--- src/rtl/cal_pkg.sv ---
package cal_pkg;
  typedef struct packed {
    logic [7:0] yr;
    logic [7:0] mon;
    logic [7:0] mday;
    logic [7:0] wday;
    logic [7:0] hr;
    logic [7:0] min;
    logic [7:0] sec;
  } cal_time_t;

  localparam logic [2:0] ADDR_CTL = 3'd7;

  function automatic logic [7:0] bcd_inc(input logic [7:0] v);
    if (v[3:0] >= 4'd9) return {v[7:4] + 4'd1, 4'd0};
    return {v[7:4], v[3:0] + 4'd1};
  endfunction

  // last day of month in BCD; leap = (10*tens + units) mod 4 == 0
  function automatic logic [7:0] month_end(input logic [7:0] mon, input logic [7:0] yr);
    logic [3:0] rem;
    rem = ({3'd0, yr[4]} << 1) + yr[3:0];
    if (mon == 8'h02) return (rem[1:0] == 2'd0) ? 8'h29 : 8'h28;
    if (mon == 8'h04 || mon == 8'h06 || mon == 8'h09 || mon == 8'h11) return 8'h30;
    return 8'h31;
  endfunction
endpackage

--- src/rtl/cal_prescaler.sv ---
module cal_prescaler #(
  parameter int TICKS_PER_SEC = 4
) (
  input  logic clk_i,
  input  logic rst_ni,
  input  logic run_i,
  input  logic tick_i,
  input  logic clr_i,
  output logic fire_o
);
  localparam int CW = (TICKS_PER_SEC > 1) ? $clog2(TICKS_PER_SEC) : 1;
  localparam logic [CW-1:0] LAST = CW'(TICKS_PER_SEC - 1);

  logic [CW-1:0] cnt_q;

  assign fire_o = run_i & tick_i & ~clr_i & (cnt_q == LAST);

  always_ff @(posedge clk_i or negedge rst_ni) begin
    if (!rst_ni)              cnt_q <= '0;
    else if (clr_i)           cnt_q <= '0;
    else if (run_i && tick_i) cnt_q <= (cnt_q == LAST) ? '0 : cnt_q + CW'(1);
  end
endmodule

--- src/rtl/cal_tod_next.sv ---
module cal_tod_next (
  input  logic [7:0] sec_i,
  input  logic [7:0] min_i,
  input  logic [7:0] hr_i,
  output logic [7:0] sec_o,
  output logic [7:0] min_o,
  output logic [7:0] hr_o,
  output logic       day_carry_o
);
  import cal_pkg::*;

  logic sec_wrap, min_wrap;

  always_comb begin
    sec_wrap    = (sec_i == 8'h59);
    min_wrap    = sec_wrap && (min_i == 8'h59);
    sec_o       = sec_wrap ? 8'h00 : bcd_inc(sec_i);
    min_o       = min_i;
    hr_o        = hr_i;
    day_carry_o = 1'b0;
    if (sec_wrap) min_o = (min_i == 8'h59) ? 8'h00 : bcd_inc(min_i);
    if (min_wrap) begin
      if (hr_i[6]) begin
        // 12-hour: 11 -> 12 flips PM, 12 -> 01 keeps it
        if (hr_i[4:0] == 5'h12) begin
          hr_o = {2'b01, hr_i[5], 5'h01};
        end else if (hr_i[4:0] == 5'h11) begin
          hr_o        = {2'b01, ~hr_i[5], 5'h12};
          day_carry_o = hr_i[5];
        end else begin
          hr_o = {2'b01, hr_i[5], bcd_inc({3'b000, hr_i[4:0]})[4:0]};
        end
      end else if (hr_i[5:0] == 6'h23) begin
        hr_o        = 8'h00;
        day_carry_o = 1'b1;
      end else begin
        hr_o = {2'b00, bcd_inc({2'b00, hr_i[5:0]})[5:0]};
      end
    end
  end
endmodule

--- src/rtl/cal_date_next.sv ---
module cal_date_next (
  input  logic       carry_i,
  input  logic [7:0] wday_i,
  input  logic [7:0] mday_i,
  input  logic [7:0] mon_i,
  input  logic [7:0] yr_i,
  output logic [7:0] wday_o,
  output logic [7:0] mday_o,
  output logic [7:0] mon_o,
  output logic [7:0] yr_o
);
  import cal_pkg::*;

  logic mday_wrap, mon_wrap;

  always_comb begin
    wday_o    = wday_i;
    mday_o    = mday_i;
    mon_o     = mon_i;
    yr_o      = yr_i;
    mday_wrap = carry_i && (mday_i == month_end(mon_i, yr_i));
    mon_wrap  = mday_wrap && (mon_i == 8'h12);
    if (carry_i) begin
      wday_o = (wday_i == 8'h07) ? 8'h01 : bcd_inc(wday_i);
      mday_o = mday_wrap ? 8'h01 : bcd_inc(mday_i);
    end
    if (mday_wrap) mon_o = mon_wrap ? 8'h01 : bcd_inc(mon_i);
    if (mon_wrap)  yr_o  = (yr_i == 8'h99) ? 8'h00 : bcd_inc(yr_i);
  end
endmodule

--- src/rtl/bcd_calendar_clock.sv ---
module bcd_calendar_clock #(
  parameter int TICKS_PER_SEC = 4
) (
  input  logic       clk_i,
  input  logic       rst_ni,
  input  logic       tick_i,
  input  logic       wr_en_i,
  input  logic [2:0] wr_addr_i,
  input  logic [7:0] wr_data_i,
  input  logic [2:0] rd_addr_i,
  output logic [7:0] rd_data_o,
  output logic [7:0] sec_o,
  output logic [7:0] min_o,
  output logic [7:0] hour_o,
  output logic [7:0] wday_o,
  output logic [7:0] mday_o,
  output logic [7:0] month_o,
  output logic [7:0] year_o,
  output logic       sec_strobe_o
);
  import cal_pkg::*;

  cal_time_t  t_q, t_nx;
  logic [1:0] ctl_q;   // [1] halt (active-low osc enable), [0] write protect
  logic       strobe_q;
  logic       wr_time, wr_ctl, adv, day_carry;

  assign wr_ctl  = wr_en_i && (wr_addr_i == ADDR_CTL);
  assign wr_time = wr_en_i && (wr_addr_i != ADDR_CTL) && !ctl_q[0];

  cal_prescaler #(.TICKS_PER_SEC(TICKS_PER_SEC)) u_pre (
    .clk_i  (clk_i),
    .rst_ni (rst_ni),
    .run_i  (!ctl_q[1]),
    .tick_i (tick_i),
    .clr_i  (wr_time || wr_ctl),
    .fire_o (adv)
  );

  cal_tod_next u_tod (
    .sec_i       (t_q.sec),
    .min_i       (t_q.min),
    .hr_i        (t_q.hr),
    .sec_o       (t_nx.sec),
    .min_o       (t_nx.min),
    .hr_o        (t_nx.hr),
    .day_carry_o (day_carry)
  );

  cal_date_next u_date (
    .carry_i (day_carry),
    .wday_i  (t_q.wday),
    .mday_i  (t_q.mday),
    .mon_i   (t_q.mon),
    .yr_i    (t_q.yr),
    .wday_o  (t_nx.wday),
    .mday_o  (t_nx.mday),
    .mon_o   (t_nx.mon),
    .yr_o    (t_nx.yr)
  );

  always_ff @(posedge clk_i or negedge rst_ni) begin
    if (!rst_ni) begin
      t_q      <= '{yr: 8'h00, mon: 8'h01, mday: 8'h01, wday: 8'h01,
                    hr: 8'h00, min: 8'h00, sec: 8'h00};
      ctl_q    <= 2'b00;
      strobe_q <= 1'b0;
    end else begin
      strobe_q <= adv;
      if (wr_ctl) ctl_q <= wr_data_i[7:6];
      if (wr_time) begin
        unique case (wr_addr_i)
          3'd0:    t_q.sec  <= wr_data_i;
          3'd1:    t_q.min  <= wr_data_i;
          3'd2:    t_q.hr   <= wr_data_i;
          3'd3:    t_q.wday <= wr_data_i;
          3'd4:    t_q.mday <= wr_data_i;
          3'd5:    t_q.mon  <= wr_data_i;
          default: t_q.yr   <= wr_data_i;
        endcase
      end else if (adv) begin
        t_q <= t_nx;
      end
    end
  end

  always_comb begin
    unique case (rd_addr_i)
      3'd0:    rd_data_o = t_q.sec;
      3'd1:    rd_data_o = t_q.min;
      3'd2:    rd_data_o = t_q.hr;
      3'd3:    rd_data_o = t_q.wday;
      3'd4:    rd_data_o = t_q.mday;
      3'd5:    rd_data_o = t_q.mon;
      3'd6:    rd_data_o = t_q.yr;
      default: rd_data_o = {ctl_q, 6'd0};
    endcase
  end

  assign sec_o        = t_q.sec;
  assign min_o        = t_q.min;
  assign hour_o       = t_q.hr;
  assign wday_o       = t_q.wday;
  assign mday_o       = t_q.mday;
  assign month_o      = t_q.mon;
  assign year_o       = t_q.yr;
  assign sec_strobe_o = strobe_q;
endmodule

--- config.mk ---
export PLATFORM = sky130hd
export DESIGN_NAME = bcd_calendar_clock
export DESIGN_NICKNAME = d
export VERILOG_FILES = /design/src/rtl/cal_pkg.sv /design/src/rtl/cal_prescaler.sv /design/src/rtl/cal_tod_next.sv /design/src/rtl/cal_date_next.sv /design/src/rtl/bcd_calendar_clock.sv
export SDC_FILE = /design/constraint.sdc
export NUM_CORES = 1
export LEC_CHECK = 0
export BUFFER_PORTS_ARGS = -buffer_cell sky130_fd_sc_hd__buf_2
export CAP_MARGIN = 20
export CELL_PAD_IN_SITES_DETAIL_PLACEMENT = 2
export CELL_PAD_IN_SITES_GLOBAL_PLACEMENT = 2
export CORE_MARGIN = 4
export CORE_UTILIZATION = 36
export DETAILED_ROUTE_END_ITERATION = 12
export GPL_TIMING_DRIVEN = 0
export PLACE_DENSITY = 0.95
export SETUP_SLACK_MARGIN = 0.1
export SKIP_LAST_GASP = 1
export SLEW_MARGIN = 20
export SYNTH_ARGS = -nofsm -noshare
export SYNTH_HDL_FRONTEND = slang
export SYNTH_SLANG_ARGS = --single-unit
--- constraint.sdc ---
create_clock -name clk_i -period 4 [get_ports clk_i]
set_input_delay 0 -clock clk_i [delete_from_list [all_inputs] [get_ports clk_i]]
set_output_delay 0 -clock clk_i [all_outputs]
set_load 0.01 [all_outputs]
==> results_dict.tcl, run 1 <==
set metrics [dict create \
    die_h_um 124 \
    r2r-end "sec_o[5]" \
    cts_setup_buffers 0 \
    num_rows 42 \
    cts_buffer_depth 2 \
    rrSetupSlack_ns 0.57 \
    maxCapViolCount 0 \
    yosys.area_share.simple 0.202 \
    synth.net_count 634 \
    syn_to_final_growth_pct 19.6 \
    wl_um 22800 \
    worst_pin_slew_ns 0.879 \
    synth-edff-count 0 \
    final_layout_size_suffix_gt1_frac 0.185 \
    synth-xor-area-share 0.00182 \
    drtAntennaViolNets 0 \
    final_util 0.437 \
    fin_ws_ns 0.573 \
    max-slew-margin-rel 0.409 \
    grt_start_max_net_pins 34 \
    cts_root_buf "clkbuf_16" \
    clock_latency_ns 0.35 \
    avgRoutedWirePerCell_um 26.8 \
    grt_pass1_vias 5964 \
    rsz0062_at_grt "no" \
    h-tree-depth 3 \
    die_w_um 124 \
    fp.dieArea_sq_mm 0.0153 \
    overflow 0 \
    tns_ns 0 \
    crit_start "ctl_q[0]" \
    reg2reg_depth 9 \
    vdd_ir_drop_max_mv 0.252 \
    place_congestion 0.927 \
    power_uw 4030 \
    synth-seq-cells 61 \
    io_buffers 79 \
    ys_top_cells_by_area "dfrtp_1 30%, ha_1 9.9%, o21ai_0 5.8%, nor2_1 4.4%, nand2_1 4.0%" \
    period_minus_slack_ns 3.43 \
    status "finished clean" \
    routed_via_density 6.35 \
    synth_top_cell_by_area "dfrtp_1" \
    critPathArrivalTime_ns 3.69 \
    final_nets 728 \
    antenna_found_initial 0 \
    hold_viol 0 \
    path_class "register to register" \
    synth_compound_area_frac 0.264 \
    gr-usage-all-layers 0.308 \
    seq_area_frac_synth 0.317 \
    avgSynthCellArea_sq_um 8.35 \
    synth_top_family_by_area "compound AO/OA/AOI/OAI gates" \
    drt_iter0_markers 502 \
    io_pins 83 \
    dr.pass1.iters 4 \
    synth.distinct_cells 72 \
    endpoint_kind "register" \
    n_antenna_cell 0 \
    synthArstFlopShare 1.00 \
    yosys_warnings 0 \
    start_util 0.366 \
    endpoint "sec_o[5]" \
    clkTransAtPathRegs_ns 0.06 \
    synth_area_sq_mm 0.00482 \
    dp_slack_ns 0.436 \
    cts_buffers 9 \
    dpl-instance-area_sq_mm 0.00546 \
    finalSetupViolCount 0 \
    synth_top_area_frac 0.301 \
    finalCritPeriodShare 0.857 \
    drc 0 \
    drv_slew 0 \
    grt_pass1_wl_um 35400 \
    finalInstanceArea_sq_mm 0.00577 \
    postSynthCellCount 578 \
    num_vias 5414 \
    synth_fa_ha_area_frac 0.0985 \
    hp-class "input port to register" \
    cp.required_ns 4.27 \
    synthMuxAreaShare 0.0635 \
    ys.flop_type "dfrtp_1" \
    startpoint_type "register" \
    core_sq_mm 0.0132 \
    p_leak_uw 0.00270 \
    powerDensity_mw_per_mm2 699 \
    max_freq_ghz 0.292 \
    cts_tree "yes" \
    reg2reg_from "ctl_q[0]" \
    fin_skew_ns 0.00774 \
    dp_hpwl_um 16300 \
    cts.sinks 61 \
    cp_max_fo 10 \
]
## repair_timing
action,4_1_cts,5_1_grt
resized for setup,0,2
hold buffers,3,0
hold endpoints to repair,63,0
setup endpoints to repair,0,2
## stage by stage
stage / cells / hold slack (ns)
after floorplan: 578 / -0.296
after global placement: 833 / 0.304
after detailed placement: 834 / -0.0303
after CTS: 853 / 0.0804
after global routing: 853 / 0.0964
final: 853 / 0.0874
## synth_stat cells, types with 4 or more instances
cell,instances
mux2_2,7
o31a_1,11
a21oi_1,32
and3_1,14
nor3b_1,4
dfrtp_1,58
o21ai_0,56
clkbuf_1,13
nor3_1,4
o31ai_1,7
nor2b_1,10
a21boi_0,4
a211oi_1,6
a21o_1,4
o221ai_1,6
and2_1,6
a22o_1,9
nand2_1,51
nand3_1,22
o22ai_1,5
nor2_1,56
inv_1,41
a31oi_1,14
mux2i_1,13
ha_1,38
nand2b_1,5
## how the worst min path moves through the flow
stage,start,depth (start not counted),endpoint
2_1_floorplan,rst_ni,0,ctl_q[0]
3_3_place_gp,wr_data_i[6],2,ctl_q[0]
3_5_place_dp,rst_ni,1,month_o[3]
4_1_cts,wr_en_i,3,ctl_q[1]
5_1_grt,wr_en_i,3,ctl_q[1]
6_report,wr_en_i,3,ctl_q[1]
## state kept, by name, indices dropped and copies added (netlist names)
signal and flops:
year_o 8, wday_o 8, month_o 8, u_pre.cnt_q 2
sec_strobe_o 1, min_o 8, hour_o 8, mday_o 8
sec_o 8, ctl_q 2
## power by group
group          total, uW  leakage, uW  internal [uW]  switching (uW)
combinational       1870      0.00182            726            1140
sequential          1400     0.000737            860             544
clock                757     0.000137            452             305
total               4030      0.00270           2040            1990
## critical path: stages, from the launching register on
cell      delay (ns)
dfrtp_1         0.46
nor2b_1         0.43
and2_1          0.19
clkbuf_1        0.42
clkbuf_1        0.58
clkbuf_2        0.47
nand2_1         0.31
o21ai_0         0.20
nor2_1          0.08
a21oi_1         0.18
## placed cells by master (no fill, tap or decap), types with 5 or more instances in the layout
master and instances:
o21ai_0 56, a22o_1 9, and3_1 14, inv_1 41
nand2b_1 5, mux2_2 7, ha_1 38, nand2_1 51
nor2b_1 10, a21oi_1 32, clkbuf_1 15, mux2i_1 13
o31a_1 11, o31ai_1 7, nor2_1 56, nand3_1 22
o22ai_1 5, a211oi_1 6, clkbuf_16 9, a31oi_1 14
buf_2 80, o221ai_1 6, and2_1 6, dfrtp_1 58
## per-layer routing
layer / vias to the layer above / global-route usage / wire length [um]
met2: 248 / 0.508 / 11100
met1: 2787 / 0.389 / 9410
met3: 71 / 0.0381 / 1250
met5: - / 0 / 0
li1: 2308 / - / -
met4: 0 / 0.174 / 1090
## cell families after synthesis
logic type,Yosys count
AO/OA/AOI/OAI,193
XOR/XNOR,1
multiplexers,26
AND/OR/NAND/NOR,196
adder cells (fa/ha/maj),38
flip-flops,61
buffers and inverters,63
## cell type report
| cell class | count | area (sq um) |
|---|---|---|
| plain buffers | 21 | 97.6 |
| clock buffers | 14 | 264 |
| clock inverters | 2 | 10.0 |
| fillers | 1474 | 7420 |
| inverters | 42 | 158 |
| multi-input cells | 454 | 3040 |
| flip-flops and latches | 61 | 1530 |
| well taps | 176 | 220 |
| repair buffers | 83 | 448 |
No activity file was read; power rests on OpenSTA's default activity.
==> inputs of run 2 (changes only) <==
Settings changed: CORE_MARGIN 4 to 2.
==> run 2 against run 1 <==
- die area shrank 6.4%
- flip-flop and latch count is the same
- final area grew 1.2%
- utilization grew 0.54 points
- final cell count is the same
- register-to-register slack lost 0.17 ns
- critical path type unchanged
==> results_dict.tcl, run 2 (synthesis gave the netlist of run 1 again) <==
set metrics [dict create \
    status "finished clean" \
    h-tree-depth 3 \
    cts_buffer_depth 2 \
    dr_wl_met3_um 2270 \
    grt_pass1_wl_um 40300 \
    drc 0 \
    hp-class "input port to register" \
    vdd_ir_drop_max_mv 0.328 \
    cts_tree "yes" \
    syn_to_final_growth_pct 21.0 \
    critPathArrivalTime_ns 3.88 \
    dr.pass1.iters 5 \
    period_minus_slack_ns 3.60 \
    grt_pass1_vias 6394 \
    clkTransAtPathRegs_ns 0.06 \
    tns_ns 0 \
    avgRoutedWirePerCell_um 31.0 \
    switching_share 0.497 \
    gr-usage-all-layers 0.376 \
    crit_chain "nor2b_1 -> and2_1 -> clkbuf_1 -> clkbuf_1 -> clkbuf_2 -> nand2_1 -> o21ai_0 -> nor2_1 -> a21oi_1" \
    overflow 0 \
    dpl-instance-area_sq_mm 0.00546 \
    cp.required_ns 4.28 \
    fill_cells 1462 \
    rrSetupSlack_ns 0.40 \
    path_class "register to register" \
    io_buffers 79 \
    routed-wl-met2_um 12200 \
    n_antenna_cell 0 \
    routed_via_density 6.70 \
    start_util 0.366 \
    antenna_found_initial 0 \
    num_rows 42 \
    reg2reg_from "ctl_q[0]" \
    p_int_uw 2200 \
    seq_power_share 0.326 \
    io_pins 83 \
    finalSetupViolCount 0 \
    cts_buffers 9 \
    layout_commonest_cell "buf_2" \
    reg2reg_depth 9 \
    wl_met1_um 10200 \
    routed.top_layer "met4" \
    drv_slew 0 \
    cp_max_fo 10 \
    num_vias 5717 \
    p_sw_uw 2180 \
    worst_pin_slew_ns 0.851 \
    drt_iter0_markers 507 \
    place_congestion 0.922 \
    endpoint_kind "register" \
    finalInstanceArea_sq_mm 0.00584 \
    max_stage_delay_ns 0.65 \
    clock_power_share 0.219 \
    max-slew-margin-rel 0.428 \
    die_w_um 120 \
    drtAntennaViolNets 0 \
    comb_power_share 0.455 \
    hold_viol 0 \
    fp.dieArea_sq_mm 0.0143 \
    clock_latency_ns 0.36 \
    grt_start_max_net_pins 33 \
    die_h_um 120 \
    max_freq_ghz 0.278 \
    cts_root_buf "clkbuf_16" \
    hold_end "ctl_q[0]" \
    rsz0062_at_grt "no" \
    core_sq_mm 0.0132 \
    r2r-end "min_o[0]" \
    wl_um 26500 \
    maxCapViolCount 0 \
    crit_slowest_cell "clkbuf_1" \
    min_delay_path_depth 3 \
    final_cell_mix "80 x buf_2, 58 x dfrtp_1, 56 x o21ai_0, 56 x nor2_1, 51 x nand2_1" \
    final_nets 728 \
    path_buf_inv 3 \
    p_leak_uw 0.00273 \
    final_layout_size_suffix_gt1_frac 0.189 \
    cpLargestDelayFamily "buffers and inverters" \
    fin_skew_ns 0.00611 \
    finalCritPeriodShare 0.900 \
    dp_hpwl_um 17000 \
    hold_start "wr_en_i" \
    cpMostUsedCell "clkbuf_1" \
    cts.sinks 61 \
    powerDensity_mw_per_mm2 750 \
    startpoint_type "register" \
]
-- run 2: final cells by class --
cell class,count,area [sq um],area share
buffer,21,97.6,0.0167
tap,176,220,0.0377
clock inverter,3,65.1,0.0111
clock buffer,13,280,0.0480
timing repair buffer,83,448,0.0767
multi-input combinational,454,3040,0.521
inverter,42,158,0.0270
sequential,61,1530,0.262
-- run 2: worst min-delay path: cells and delay by family --
family,cells,cell delay [ns]
muxes,1,0.17
and+or+nand+nor,1,0.12
buffers and inverters,1,0.13
-- run 2: worst max-delay path by stage --
stage | startpoint | endpoint | slack (ns) | cells past startpoint
floorplan | month_o[6] | year_o[4] | 1.41 | 7
global placement | ctl_q[0] | min_o[0] | 0.65 | 9
detailed placement | ctl_q[0] | min_o[0] | 0.33 | 9
CTS | ctl_q[0] | min_o[0] | 0.23 | 9
global route | ctl_q[0] | min_o[0] | 0.31 | 9
finish | ctl_q[0] | min_o[0] | 0.40 | 9
-- run 2: what timing repair did --
action / CTS / global route
hold buffers: 3 / 0
hold endpoints to repair: 62 / 0
buffers inserted: 0 / 0
endpoints found under the setup margin: 0 / 7
resized for setup: 0 / 3
-- run 2: layer usage --
metal | vias to the layer above | global-route usage
met4 | 0 | 0.252
met2 | 385 | 0.596
met5 | - | 0
met3 | 150 | 0.111
met1 | 2870 | 0.440
li1 | 2312 | -
-- run 2: power groups by stage --
stage | clock network (uW) | registers, uW | logic, uW
floorplan | 0 | 1280 | 1010
global placement | 0 | 1340 | 1620
detailed placement | 0 | 1380 | 1820
CTS | 935 | 1380 | 1890
global route | 968 | 1450 | 2150
finish | 958 | 1430 | 1990
-- run 2: through the flow --
| step | power, uW | worst slack [ns] | cells | utilization | hold slack, ns |
|---|---|---|---|---|---|
| final | 4380 | 0.398 | 853 | 0.443 | 0.0936 |
| after global routing | 4560 | 0.315 | 853 | 0.443 | 0.124 |
| after CTS | 4210 | 0.233 | 853 | 0.443 | 0.0971 |
| after detailed placement | 3190 | 0.329 | 834 | 0.414 | -0.0292 |
| after global placement | 2960 | 0.645 | 833 | 0.412 | 0.303 |
| after floorplan | 2290 | 1.41 | 578 | - | -0.296 |
